`src/rtl/clkdiv_pkg.sv`:
```
package clkdiv_pkg;

    localparam int CODE_W    = 3;
    localparam int PHASE_MOD = 240;
    localparam int PHASE_W   = $clog2(PHASE_MOD);

    typedef logic [CODE_W-1:0]  code_t;
    typedef logic [PHASE_W-1:0] phase_t;

    typedef enum logic {
        DIV_RUN  = 1'b0,
        DIV_HOLD = 1'b1
    } div_state_e;

    typedef struct packed {
        logic lvl;
        logic pass;
    } tap_t;

    function automatic phase_t ratio_of(code_t c);
        case (c)
            3'd0:    return phase_t'(1);
            3'd1:    return phase_t'(2);
            3'd2:    return phase_t'(3);
            3'd3:    return phase_t'(4);
            3'd4:    return phase_t'(5);
            3'd5:    return phase_t'(6);
            3'd6:    return phase_t'(8);
            default: return phase_t'(16);
        endcase
    endfunction

    function automatic phase_t phase_in(phase_t cnt, code_t c);
        case (c)
            3'd0:    return '0;
            3'd1:    return cnt % phase_t'(2);
            3'd2:    return cnt % phase_t'(3);
            3'd3:    return cnt % phase_t'(4);
            3'd4:    return cnt % phase_t'(5);
            3'd5:    return cnt % phase_t'(6);
            3'd6:    return cnt % phase_t'(8);
            default: return cnt % phase_t'(16);
        endcase
    endfunction

    function automatic tap_t shape_at(phase_t ph, code_t c);
        tap_t t;
        t.pass = (c == '0);
        t.lvl  = (c != '0) && (ph < (ratio_of(c) >> 1));
        return t;
    endfunction

endpackage

```
`src/rtl/clkdiv_phase_ctr.sv`:
```
module clkdiv_phase_ctr
    import clkdiv_pkg::*;
(
    input  logic   clk_i,
    input  logic   rst_i,
    output phase_t phase_o
);

    localparam phase_t LAST = phase_t'(PHASE_MOD - 1);

    always_ff @(posedge clk_i) begin
        if (rst_i)                phase_o <= '0;
        else if (phase_o == LAST) phase_o <= '0;
        else                      phase_o <= phase_o + phase_t'(1);
    end

    // counter either wraps to zero or advances by exactly one
    assert_phase_step_R4: assert property (@(posedge clk_i) disable iff (rst_i)
        (phase_o == '0) || (phase_o == $past(phase_o) + phase_t'(1)));

endmodule

```
`src/rtl/clkdiv_ratio_core.sv`:
```
module clkdiv_ratio_core
    import clkdiv_pkg::*;
(
    input  logic   clk_i,
    input  logic   rst_i,
    input  code_t  code_i,
    input  phase_t phase_i,
    output tap_t   tap_o
);

    code_t      act_q, act_d;
    div_state_e st_q, st_d;
    phase_t     ph_act, ph_new;
    logic       take_new;

    always_comb begin
        act_d    = act_q;
        st_d     = st_q;
        tap_o    = '0;
        take_new = 1'b0;
        ph_act   = phase_in(phase_i, act_q);
        ph_new   = phase_in(phase_i, code_i);
        if (st_q == DIV_RUN) begin
            if ((code_i != act_q) && (ph_act == '0)) begin
                if (ph_new == '0) take_new = 1'b1;
                else              st_d     = DIV_HOLD;
            end else begin
                tap_o = shape_at(ph_act, act_q);
            end
        end else if (ph_new == '0) begin
            take_new = 1'b1;
        end
        if (take_new) begin
            act_d = code_i;
            st_d  = DIV_RUN;
            tap_o = shape_at('0, code_i);
        end
    end

    always_ff @(posedge clk_i) begin
        if (rst_i) begin
            act_q <= '0;
            st_q  <= DIV_RUN;
        end else begin
            act_q <= act_d;
            st_q  <= st_d;
        end
    end

    // a new ratio is adopted only on a boundary of that new ratio
    assert_adopt_on_boundary_R3: assert property (@(posedge clk_i) disable iff (rst_i)
        (act_q != $past(act_q)) |-> (phase_in($past(phase_i), act_q) == '0));

endmodule

```
`src/rtl/clkdiv_out_stage.sv`:
```
module clkdiv_out_stage
    import clkdiv_pkg::*;
(
    input  logic clk_i,
    input  logic rst_i,
    input  tap_t tap_i,
    input  logic force_i,
    input  logic en_i,
    output logic clk_o,
    output logic oe_o
);

    logic live;
    logic lvl_q;
    logic gate_q;

    assign live = en_i & ~force_i;

    always_ff @(posedge clk_i) begin
        if (rst_i) begin
            lvl_q <= 1'b0;
            oe_o  <= 1'b1;
        end else begin
            lvl_q <= live & tap_i.lvl;
            oe_o  <= en_i;
        end
    end

    // gate for the pass-through ratio changes only while the oscillator is low
    always_ff @(negedge clk_i) begin
        if (rst_i) gate_q <= 1'b0;
        else       gate_q <= live & tap_i.pass;
    end

    assign clk_o = lvl_q | (clk_i & gate_q);

    // the pass-through request and the divided level never coincide
    assert_pass_excl_R1: assert property (@(posedge clk_i) disable iff (rst_i)
        tap_i.pass |-> !tap_i.lvl);

    // a forced or disabled output keeps its pass gate closed
    assert_quiet_gate_R7: assert property (@(posedge clk_i) disable iff (rst_i)
        (force_i || !en_i) |-> !gate_q);

endmodule

```
`src/rtl/clkdiv_dual.sv`:
```
module clkdiv_dual
    import clkdiv_pkg::*;
#(
    parameter int CFG_W    = 8,
    parameter int CODE_LSB = 5
) (
    input  logic             clk_i,
    input  logic             rst_i,
    input  logic [CFG_W-1:0] div0_cfg_i,
    input  logic [CFG_W-1:0] div1_cfg_i,
    input  logic             out1_src_i,
    input  logic             force_low_i,
    input  logic             out0_en_i,
    input  logic             out1_en_i,
    output logic             clk0_o,
    output logic             clk1_o,
    output logic             oe0_o,
    output logic             oe1_o
);

    localparam int CODE_MSB = CODE_LSB + CODE_W - 1;
    localparam int N_DIV    = 2;

    phase_t     phase;
    code_t      codes [N_DIV];
    tap_t       taps  [N_DIV];
    tap_t       route [N_DIV];
    logic [N_DIV-1:0] en_v;
    logic [N_DIV-1:0] clk_v;
    logic [N_DIV-1:0] oe_v;
    logic       cfg_unused;

    assign codes[0]   = div0_cfg_i[CODE_MSB:CODE_LSB];
    assign codes[1]   = div1_cfg_i[CODE_MSB:CODE_LSB];
    assign cfg_unused = ^{div0_cfg_i[CODE_LSB-1:0], div1_cfg_i[CODE_LSB-1:0]};

    assign route[0] = taps[0];
    assign route[1] = out1_src_i ? taps[1] : taps[0];
    assign en_v     = {out1_en_i, out0_en_i};

    clkdiv_phase_ctr u_phase (
        .clk_i   (clk_i),
        .rst_i   (rst_i),
        .phase_o (phase)
    );

    for (genvar g = 0; g < N_DIV; g++) begin : g_div
        clkdiv_ratio_core u_core (
            .clk_i   (clk_i),
            .rst_i   (rst_i),
            .code_i  (codes[g]),
            .phase_i (phase),
            .tap_o   (taps[g])
        );

        clkdiv_out_stage u_out (
            .clk_i   (clk_i),
            .rst_i   (rst_i),
            .tap_i   (route[g]),
            .force_i (force_low_i),
            .en_i    (en_v[g]),
            .clk_o   (clk_v[g]),
            .oe_o    (oe_v[g])
        );
    end

    assign clk0_o = clk_v[0];
    assign clk1_o = clk_v[1];
    assign oe0_o  = oe_v[0];
    assign oe1_o  = oe_v[1];

endmodule

```
`config.mk`:
```
export PLATFORM = sky130hd
export DESIGN_NAME = clkdiv_dual
export DESIGN_NICKNAME = d
export VERILOG_FILES = /design/src/rtl/clkdiv_pkg.sv /design/src/rtl/clkdiv_phase_ctr.sv /design/src/rtl/clkdiv_ratio_core.sv /design/src/rtl/clkdiv_out_stage.sv /design/src/rtl/clkdiv_dual.sv
export SDC_FILE = /design/constraint.sdc
export NUM_CORES = 1
export LEC_CHECK = 0
export BUFFER_PORTS_ARGS = -buffer_cell sky130_fd_sc_hd__buf_2
export CAP_MARGIN = 25
export CELL_PAD_IN_SITES_DETAIL_PLACEMENT = 0
export CELL_PAD_IN_SITES_GLOBAL_PLACEMENT = 1
export CORE_ASPECT_RATIO = 1.1
export CORE_UTILIZATION = 46
export DETAILED_ROUTE_END_ITERATION = 12
export PLACE_DENSITY_LB_ADDON = 0.1
export SKIP_LAST_GASP = 1
export SLEW_MARGIN = 20
export SYNTH_ARGS = -nofsm -noshare
export SYNTH_HDL_FRONTEND = slang
export SYNTH_SLANG_ARGS = --single-unit
```
`constraint.sdc`:
```
create_clock -name clk_i -period 6.4 [get_ports clk_i]
set_input_delay 1.28 -clock clk_i [delete_from_list [all_inputs] [get_ports clk_i]]
set_output_delay 1.28 -clock clk_i [all_outputs]
set_load 0.05 [all_outputs]
```
; After elaboration in Yosys (flattened, before gate mapping)
; Index checks and enable logic that the tools add are counted.
[totals]
ff_bits = 22
output_inout_bits = 4
wordCells = 111
input_bits = 22
[op_classes]
order_cmp = 4
reduce_logical = 21
n_eq_ne = 27
n_mux = 33
n_addsub = 1
n_bitwise = 11
div = 3
[ops]
columns = cell, count
row1 = case mux 8 bit (7 select lines), 4
row2 = case mux 5 bit (7 select lines), 4
row3 = two-way mux 8 bit, 6
row4 = "== test 3 bit, second input constant", 12
row5 = zero test 8 bit, 4
row6 = "== test 3 x 2 -> 1 bit, second input constant", 8
row7 = < comparator 8 x 7 -> 1 bit, 2
row8 = "remainder unit 8 x 3 -> 8 bit, second input constant", 2
row9 = "< comparator 1 x 7 -> 1 bit, first input constant", 2
row10 = two-way mux 2 bit, 7
row11 = "== test 3 x 1 -> 1 bit, second input constant", 4
row12 = zero test 3 bit, 4
row13 = two-way mux 1 bit, 12
row14 = nonzero test 3 bit, 4
row15 = "adder 8 x 1 -> 8 bit, second input constant", 1
row16 = bitwise AND 1 bit, 8
row17 = "== test 8 bit, second input constant", 1
row18 = "remainder unit 8 x 2 -> 8 bit, second input constant", 1
row19 = logical AND 1 bit, 6
row20 = inequality test 3 bit, 2
row21 = OR reduction 2 bit, 3
row22 = bitwise OR 1 bit, 2
row23 = inverter 1 bit, 1

; Longest topological paths before layout
; Gate-level depths: netlist of run 1.
[depth]
word_depth = 13
depth_mapped = 28
mapped_depth_nobuf = 25

; Hierarchy
; From an unflattened synthesis of run 1, not the netlist that was laid out.
[unflattened]
cells_unflattened = 689
hier_area_um2 = 5081.1
[by_module_without_submodules]
columns = module, area_per_inst_um2, cells_each, instances, seq_area_each_um2
row1 = clkdiv_ratio_core, 2257.2, 317, 2, 80.1
row2 = clkdiv_phase_ctr, 339.1, 37, 1, 160.2
row3 = clkdiv_out_stage, 102.6, 8, 2, 60.1
row4 = clkdiv_dual, 22.5, 2, 1, 0.0

==> flow_summary.json, run 1 <==
{
  "post_drt_wl_per_cell_um": 17.2,
  "fp.dieW_um": 85.2,
  "ys_types": 97,
  "crit_start": "u_phase.phase_o[5]$_SDFF_PP0_",
  "grt_pass1_vias": 4052,
  "drt-total-wl_mm": 11.7,
  "dpl.hpwl_mm": 9.02,
  "whs_ns": 0.659,
  "synth_top_area_share_pct": 12.6,
  "area_growth_pct": 40.8,
  "io_buffer_count": 15,
  "design.die.area_mm2": 0.00796,
  "power_density_mw_per_mm2": 173,
  "ir_drop_v": 0.000182,
  "grt_overflow": 0,
  "dr.first_iter.drc_count": 215,
  "rr_startpoint": "u_phase.phase_o[5]$_SDFF_PP0_",
  "grt_start_max_net_pins": 20,
  "worstHoldStart": "g_div[1].u_core.act_q[2]$_SDFFE_PP0P_",
  "slew_violations": 0,
  "post-synth-top-count-cell": "nor2_1",
  "via_per_inst": 6.12,
  "synth_warnings": 0,
  "die_h_um": 93.5,
  "ys_seq_area_share_pct": 12.6,
  "hold_viol_final": 0,
  "avgSynthCellArea_um2": 7.34,
  "hold_class": "reg -> reg",
  "skew_ns": 0.0774,
  "cts_tree": "yes",
  "cp_max_fo": 12,
  "tns_ns": -1.60,
  "max_cap_viol_count": 0,
  "p_leak_uw": 0.00205,
  "core_area_mm2": 0.00743,
  "crit_arrival_ns": 4.43,
  "cts.clk_slew.worst_paths_ns": 0.09,
  "final_util_pct": 66.3,
  "finalPower_uw": 854,
  "grt_setup_unrepaired": "yes",
  "netlist_instances": 477,
  "insertion_delay_ns": 0.45,
  "regArea_um2": 459,
  "synth_ff_type": "dfxtp_1",
  "synthArstFlopShare_pct": 0,
  "synth_top_cells_by_count": "39 x nor2_1, 37 x nand2_1, 26 x a21oi_1, 25 x inv_1, 24 x nand3_1",
  "ys_seq_elements": 22,
  "violations": "negative setup slack",
  "finalWorstSetupSlack_ns": -0.846,
  "antenna_cells": 0,
  "io_pins": 26,
  "worstMarginPinSlew_ns": 0.780,
  "initial_utilization_pct": 47.1,
  "worstSetupEndpointType": "flop",
  "nFillCells": 671,
  "drive_gt1_share_pct": 37.9,
  "drt_pass1_iterations": 5,
  "drc": 0,
  "path_class": "reg -> reg",
  "worstPathRequired_ns": 3.58,
  "grt_pass1_wl_mm": 19.0,
  "gp_congestion": 0.946,
  "synth_area_mm2": 0.00350,
  "yosysTopAreaCell": "dfxtp_1",
  "core.rowCount": 33,
  "vias": 4171,
  "status": "finished, violations left",
  "synth_edf_count": 0,
  "start_kind": "flop",
  "setup_viol": 2,
  "multi_input_area_mm2": 0.00310,
  "antenna_found_initial": 0,
  "synth_area_leaders": "dfxtp_1 13%, ha_1 5.0%, nor2_1 4.2%",
  "synth_nets": 513,
  "relSlewSlack_pct": 47.3,
  "grt_util_all_layers_pct": 30.0,
  "antenna_left": 0,
  "nets": 630
}
-- power by group --
group / leakage, uW / internal (uW) / switching (uW) / total [uW]
combinational: 0.00176 / 217 / 254 / 471
clock: 0.000107 / 128 / 77.5 / 205
sequential: 0.000184 / 152 / 25.9 / 178
total: 0.00205 / 497 / 357 / 854
-- logic make-up after synthesis --
kind of cell | Yosys count | share of synthesized area, %
AND/OR/NAND/NOR | 190 | 30.4
adder cells (fa/ha/maj) | 14 | 5.00
buffers and inverters | 59 | 7.58
multiplexers | 12 | 3.61
AO/OA/AOI/OAI | 160 | 35.8
XOR/XNOR | 20 | 5.00
flip-flops | 22 | 12.6
-- final timing paths --
| kind | end | slack [ns] | cells after the start |
|---|---|---|---|
| setup / recovery | g_div[1].u_out.gate_q$_SDFF_NP0_ | -0.85 | 20 |
| hold reg to reg | g_div[1].u_core.act_q[2]$_SDFFE_PP0P_ | 0.66 | 3 |
| hold / removal | g_div[1].u_core.act_q[2]$_SDFFE_PP0P_ | 0.66 | 3 |
| setup reg to reg | g_div[1].u_out.gate_q$_SDFF_NP0_ | -0.85 | 20 |
-- final cells by class --
| type | count | area share, % |
|---|---|---|
| Multi-Input combinational cell | 396 | 63.0 |
| Timing Repair Buffer | 138 | 20.7 |
| Sequential cell | 22 | 9.32 |
| Clock buffer | 11 | 2.74 |
| Tap cell | 87 | 2.21 |
| Inverter | 25 | 1.95 |
| Clock inverter | 2 | 0.152 |
-- routing by layer --
layer	track usage, %	vias to the layer above	routed length [um]
met5	0	-	0
met3	2.65	23	353
met4	12.1	0	310
met1	34.9	2011	4980
li1	-	2040	-
met2	56.2	97	6090
-- worst max-delay path, stage by stage (launching register included) --
cell and delay, ns:
dfxtp_4 0.42, nor4bb_4 0.39, a221oi_4 0.13, o21a_1 0.13
nor2_2 0.10, or2_4 0.15, inv_4 0.04, ha_4 0.14
nand2b_4 0.14, a21oi_4 0.15, o221ai_4 0.15, xnor2_4 0.18
ha_4 0.19, nor4_4 0.20, and4bb_1 0.27, o32ai_4 0.11
a31o_1 0.23, a311oi_2 0.25, a41o_1 0.26, mux2_4 0.32
o22ai_2 0.08
-- layout by cell type (no fill, tap or decap), types with 7 or more instances in the layout --
master	count
clkbuf_8	7
a211oi_1	7
dfxtp_1	17
nand2_1	36
nor2_1	38
xnor2_1	10
o211ai_1	8
ha_1	10
buf_2	15
buf_4	121
a21oi_1	25
nand3_1	22
o21ai_0	16
nor3_1	15
nand2b_1	13
inv_1	25
-- flip-flops by register name, indices dropped and copies added (netlist names) --
name                count
u_phase.phase_o         8
g_div.u_core.act_q      6
g_div.u_core.st_q       2
g_div.u_out.gate_q      2
g_div.u_out.lvl_q       2
g_div.u_out.oe_o        2
-- metrics by stage --
stage	setup WS, ns	cell area (um^2)	std cells
final	-0.846	4930	681
after global routing	-1.06	4930	681
after CTS	-0.771	4840	679
after detailed placement	-1.09	4480	656
after global placement	-1.03	4480	656
after floorplan	-0.992	3660	477
-- timing repair --
action	in CTS	in global routing
hold buffers	0	0
buffers inserted	13	2
pin swaps	20	2
gates resized for setup	34	8
endpoints found under the setup margin	2	2
endpoints found under the hold margin	0	0
Note: power is estimated with default switching activity, not from simulation.
==> run 2, diff against run 1 <==
==> constraint.sdc (replaced) <==
create_clock -name clk_i -period 6.4 [get_ports clk_i]
set_input_delay 0.32 -clock clk_i [delete_from_list [all_inputs] [get_ports clk_i]]
set_output_delay 0.32 -clock clk_i [all_outputs]
set_load 0.05 [all_outputs]
==> flow_summary.json, run 2 (synthesis results as in run 1) <==
{
  "power_density_mw_per_mm2": 175,
  "cp_top_family": "simple AND/OR/NAND/NOR gates",
  "worstSetupEndpointType": "flop",
  "die_h_um": 93.5,
  "core_area_mm2": 0.00743,
  "finalPower_uw": 876,
  "holdBufCountCts": 0,
  "vias": 4250,
  "io_buffer_count": 15,
  "initial_utilization_pct": 47.1,
  "crit_path_cell_trace": "buf_12 -> or3b_1 -> a21oi_1 -> o21a_1 -> nor3_4 -> inv_1 -> ha_2 -> inv_1 -> and4_4 -> and2_4 -> xnor2_4 -> ha_4 -> nor3_4 -> buf_12 -> buf_6 -> o21ai_0 -> a21oi_1 -> nor4b_4 -> a41oi_4 -> mux2i_2 -> o22ai_2",
  "status": "finished, violations left",
  "grt_start_max_net_pins": 20,
  "r2r_slack_ns": -0.72,
  "largestRegisters": "u_phase.phase_o: 8 flops, g_div.u_core.act_q: 6 flops",
  "top_register": "u_phase.phase_o",
  "worstPathRequired_ns": 3.56,
  "gp_congestion": 0.975,
  "drive_gt1_share_pct": 39.3,
  "slew_violations": 0,
  "drc": 0,
  "tns_ns": -1.44,
  "grt_pass1_wl_mm": 19.7,
  "grt_pass1_vias": 4113,
  "fp.dieW_um": 85.2,
  "cts.clk_slew.worst_paths_ns": 0.10,
  "cp_max_fo": 6,
  "finalWorstSetupSlack_ns": -0.720,
  "worstMarginPinSlew_ns": 0.791,
  "drt-total-wl_mm": 12.1,
  "violations": "negative setup slack",
  "largest_reg_flops": 8,
  "skew_ns": 0.0946,
  "slowest_delay_ns": 0.40,
  "io_pins": 26,
  "cp.depth": 21,
  "relSlewSlack_pct": 46.6,
  "p_leak_uw": 0.00208,
  "final_cell_mix": "124 x buf_4, 38 x nor2_1, 36 x nand2_1, 25 x inv_1, 24 x a21oi_1",
  "insertion_delay_ns": 0.47,
  "dr.first_iter.drc_count": 239,
  "worstSetupEndpoint": "g_div[1].u_out.gate_q$_SDFF_NP0_",
  "core.rowCount": 33,
  "grt_setup_unrepaired": "yes",
  "worst-path-buf-inv": 5,
  "dpl.hpwl_mm": 9.06,
  "cts_tree": "yes",
  "post_drt_wl_per_cell_um": 17.6,
  "reg2reg_depth": 21,
  "start_kind": "flop",
  "setup_viol": 2,
  "rr_startpoint": "u_phase.phase_o[5]$_SDFF_PP0_",
  "ir_drop_v": 0.000182,
  "design.die.area_mm2": 0.00796,
  "hold_class": "in -> reg",
  "crit_start": "u_phase.phase_o[5]$_SDFF_PP0_",
  "antenna_found_initial": 0,
  "area_growth_pct": 42.9,
  "r2r_end": "g_div[1].u_out.gate_q$_SDFF_NP0_",
  "via_per_inst": 6.18,
  "mostFrequentLayoutCell": "buf_4",
  "slowest_stage": "dfxtp_4",
  "crit_arrival_ns": 4.28,
  "nets": 637,
  "path_class": "reg -> reg",
  "antenna_cells": 0,
  "max_cap_viol_count": 0,
  "grt_util_all_layers_pct": 31.2,
  "grt_overflow": 0,
  "hold_viol_final": 0,
  "drt_pass1_iterations": 6,
  "post-place-ws_ns": -0.979,
  "antenna_left": 0
}
## run 2: how the worst min path moves through the flow
stage               from  cells after the start  slack (ns)                        endpoint
6_report       out0_en_i                      2        0.12  g_div[0].u_out.oe_o$_SDFF_PP1_
5_1_grt        out0_en_i                      2        0.13  g_div[0].u_out.oe_o$_SDFF_PP1_
4_1_cts        out0_en_i                      2        0.12  g_div[0].u_out.oe_o$_SDFF_PP1_
3_5_place_dp   out0_en_i                      2        0.52  g_div[0].u_out.oe_o$_SDFF_PP1_
3_3_place_gp   out0_en_i                      2        0.52  g_div[0].u_out.oe_o$_SDFF_PP1_
2_1_floorplan  out0_en_i                      1        0.42  g_div[0].u_out.oe_o$_SDFF_PP1_
## run 2: per-stage QoR
stage	util (%)	area, um^2	hold WS, ns	std cells
after CTS	66.7	4950	0.124	686
after global placement	61.2	4550	0.520	661
after detailed placement	61.2	4550	0.523	661
final	67.3	5000	0.120	688
after floorplan	-	3660	0.424	477
after global routing	67.3	5000	0.127	688
## run 2: layout make-up
cell class	count	area (um^2)
clock buffer	10	110
clock inverter	3	37.5
fill	679	2430
inverter	25	96.3
multi-input combinational	396	3070
sequential	22	454
tap	87	109
timing repair buffer	145	1120
## run 2: power by group
group / leakage [uW] / switching, uW / total, uW / internal (uW)
registers: 0.000183 / 26.7 / 179 / 152
logic: 0.00179 / 247 / 469 / 222
clock network: 0.000108 / 84.3 / 228 / 144
total: 0.00208 / 358 / 876 / 518
## run 2: worst reg2reg max path, stage by stage, from the launching register on
cell and delay, ns:
dfxtp_4 0.40, buf_12 0.14, or3b_1 0.38, a21oi_1 0.16, o21a_1 0.21, nor3_4 0.07, inv_1 0.07, ha_2 0.17
inv_1 0.05, and4_4 0.14, and2_4 0.18, xnor2_4 0.14, ha_4 0.19, nor3_4 0.31, buf_12 0.15, buf_6 0.10
o21ai_0 0.07, a21oi_1 0.28, nor4b_4 0.08, a41oi_4 0.24, mux2i_2 0.28, o22ai_2 0.09
## run 2: layer usage
| layer | share of wire [%] | up-vias | routed length, um | GRT usage [%] |
|---|---|---|---|---|
| li1 | - | 2056 | - | - |
| met1 | 40 | 2007 | 4890 | 34.6 |
| met2 | 52 | 143 | 6310 | 60.6 |
| met3 | 4.3 | 44 | 522 | 3.71 |
| met4 | 3.2 | 0 | 391 | 10.5 |
| met5 | 0 | - | 0 | 0 |
## run 2: timing repair
item                       CTS  global route
pin swaps                   26             5
resized for setup           35             7
setup buffers               15             2
setup endpoints to repair    2             2
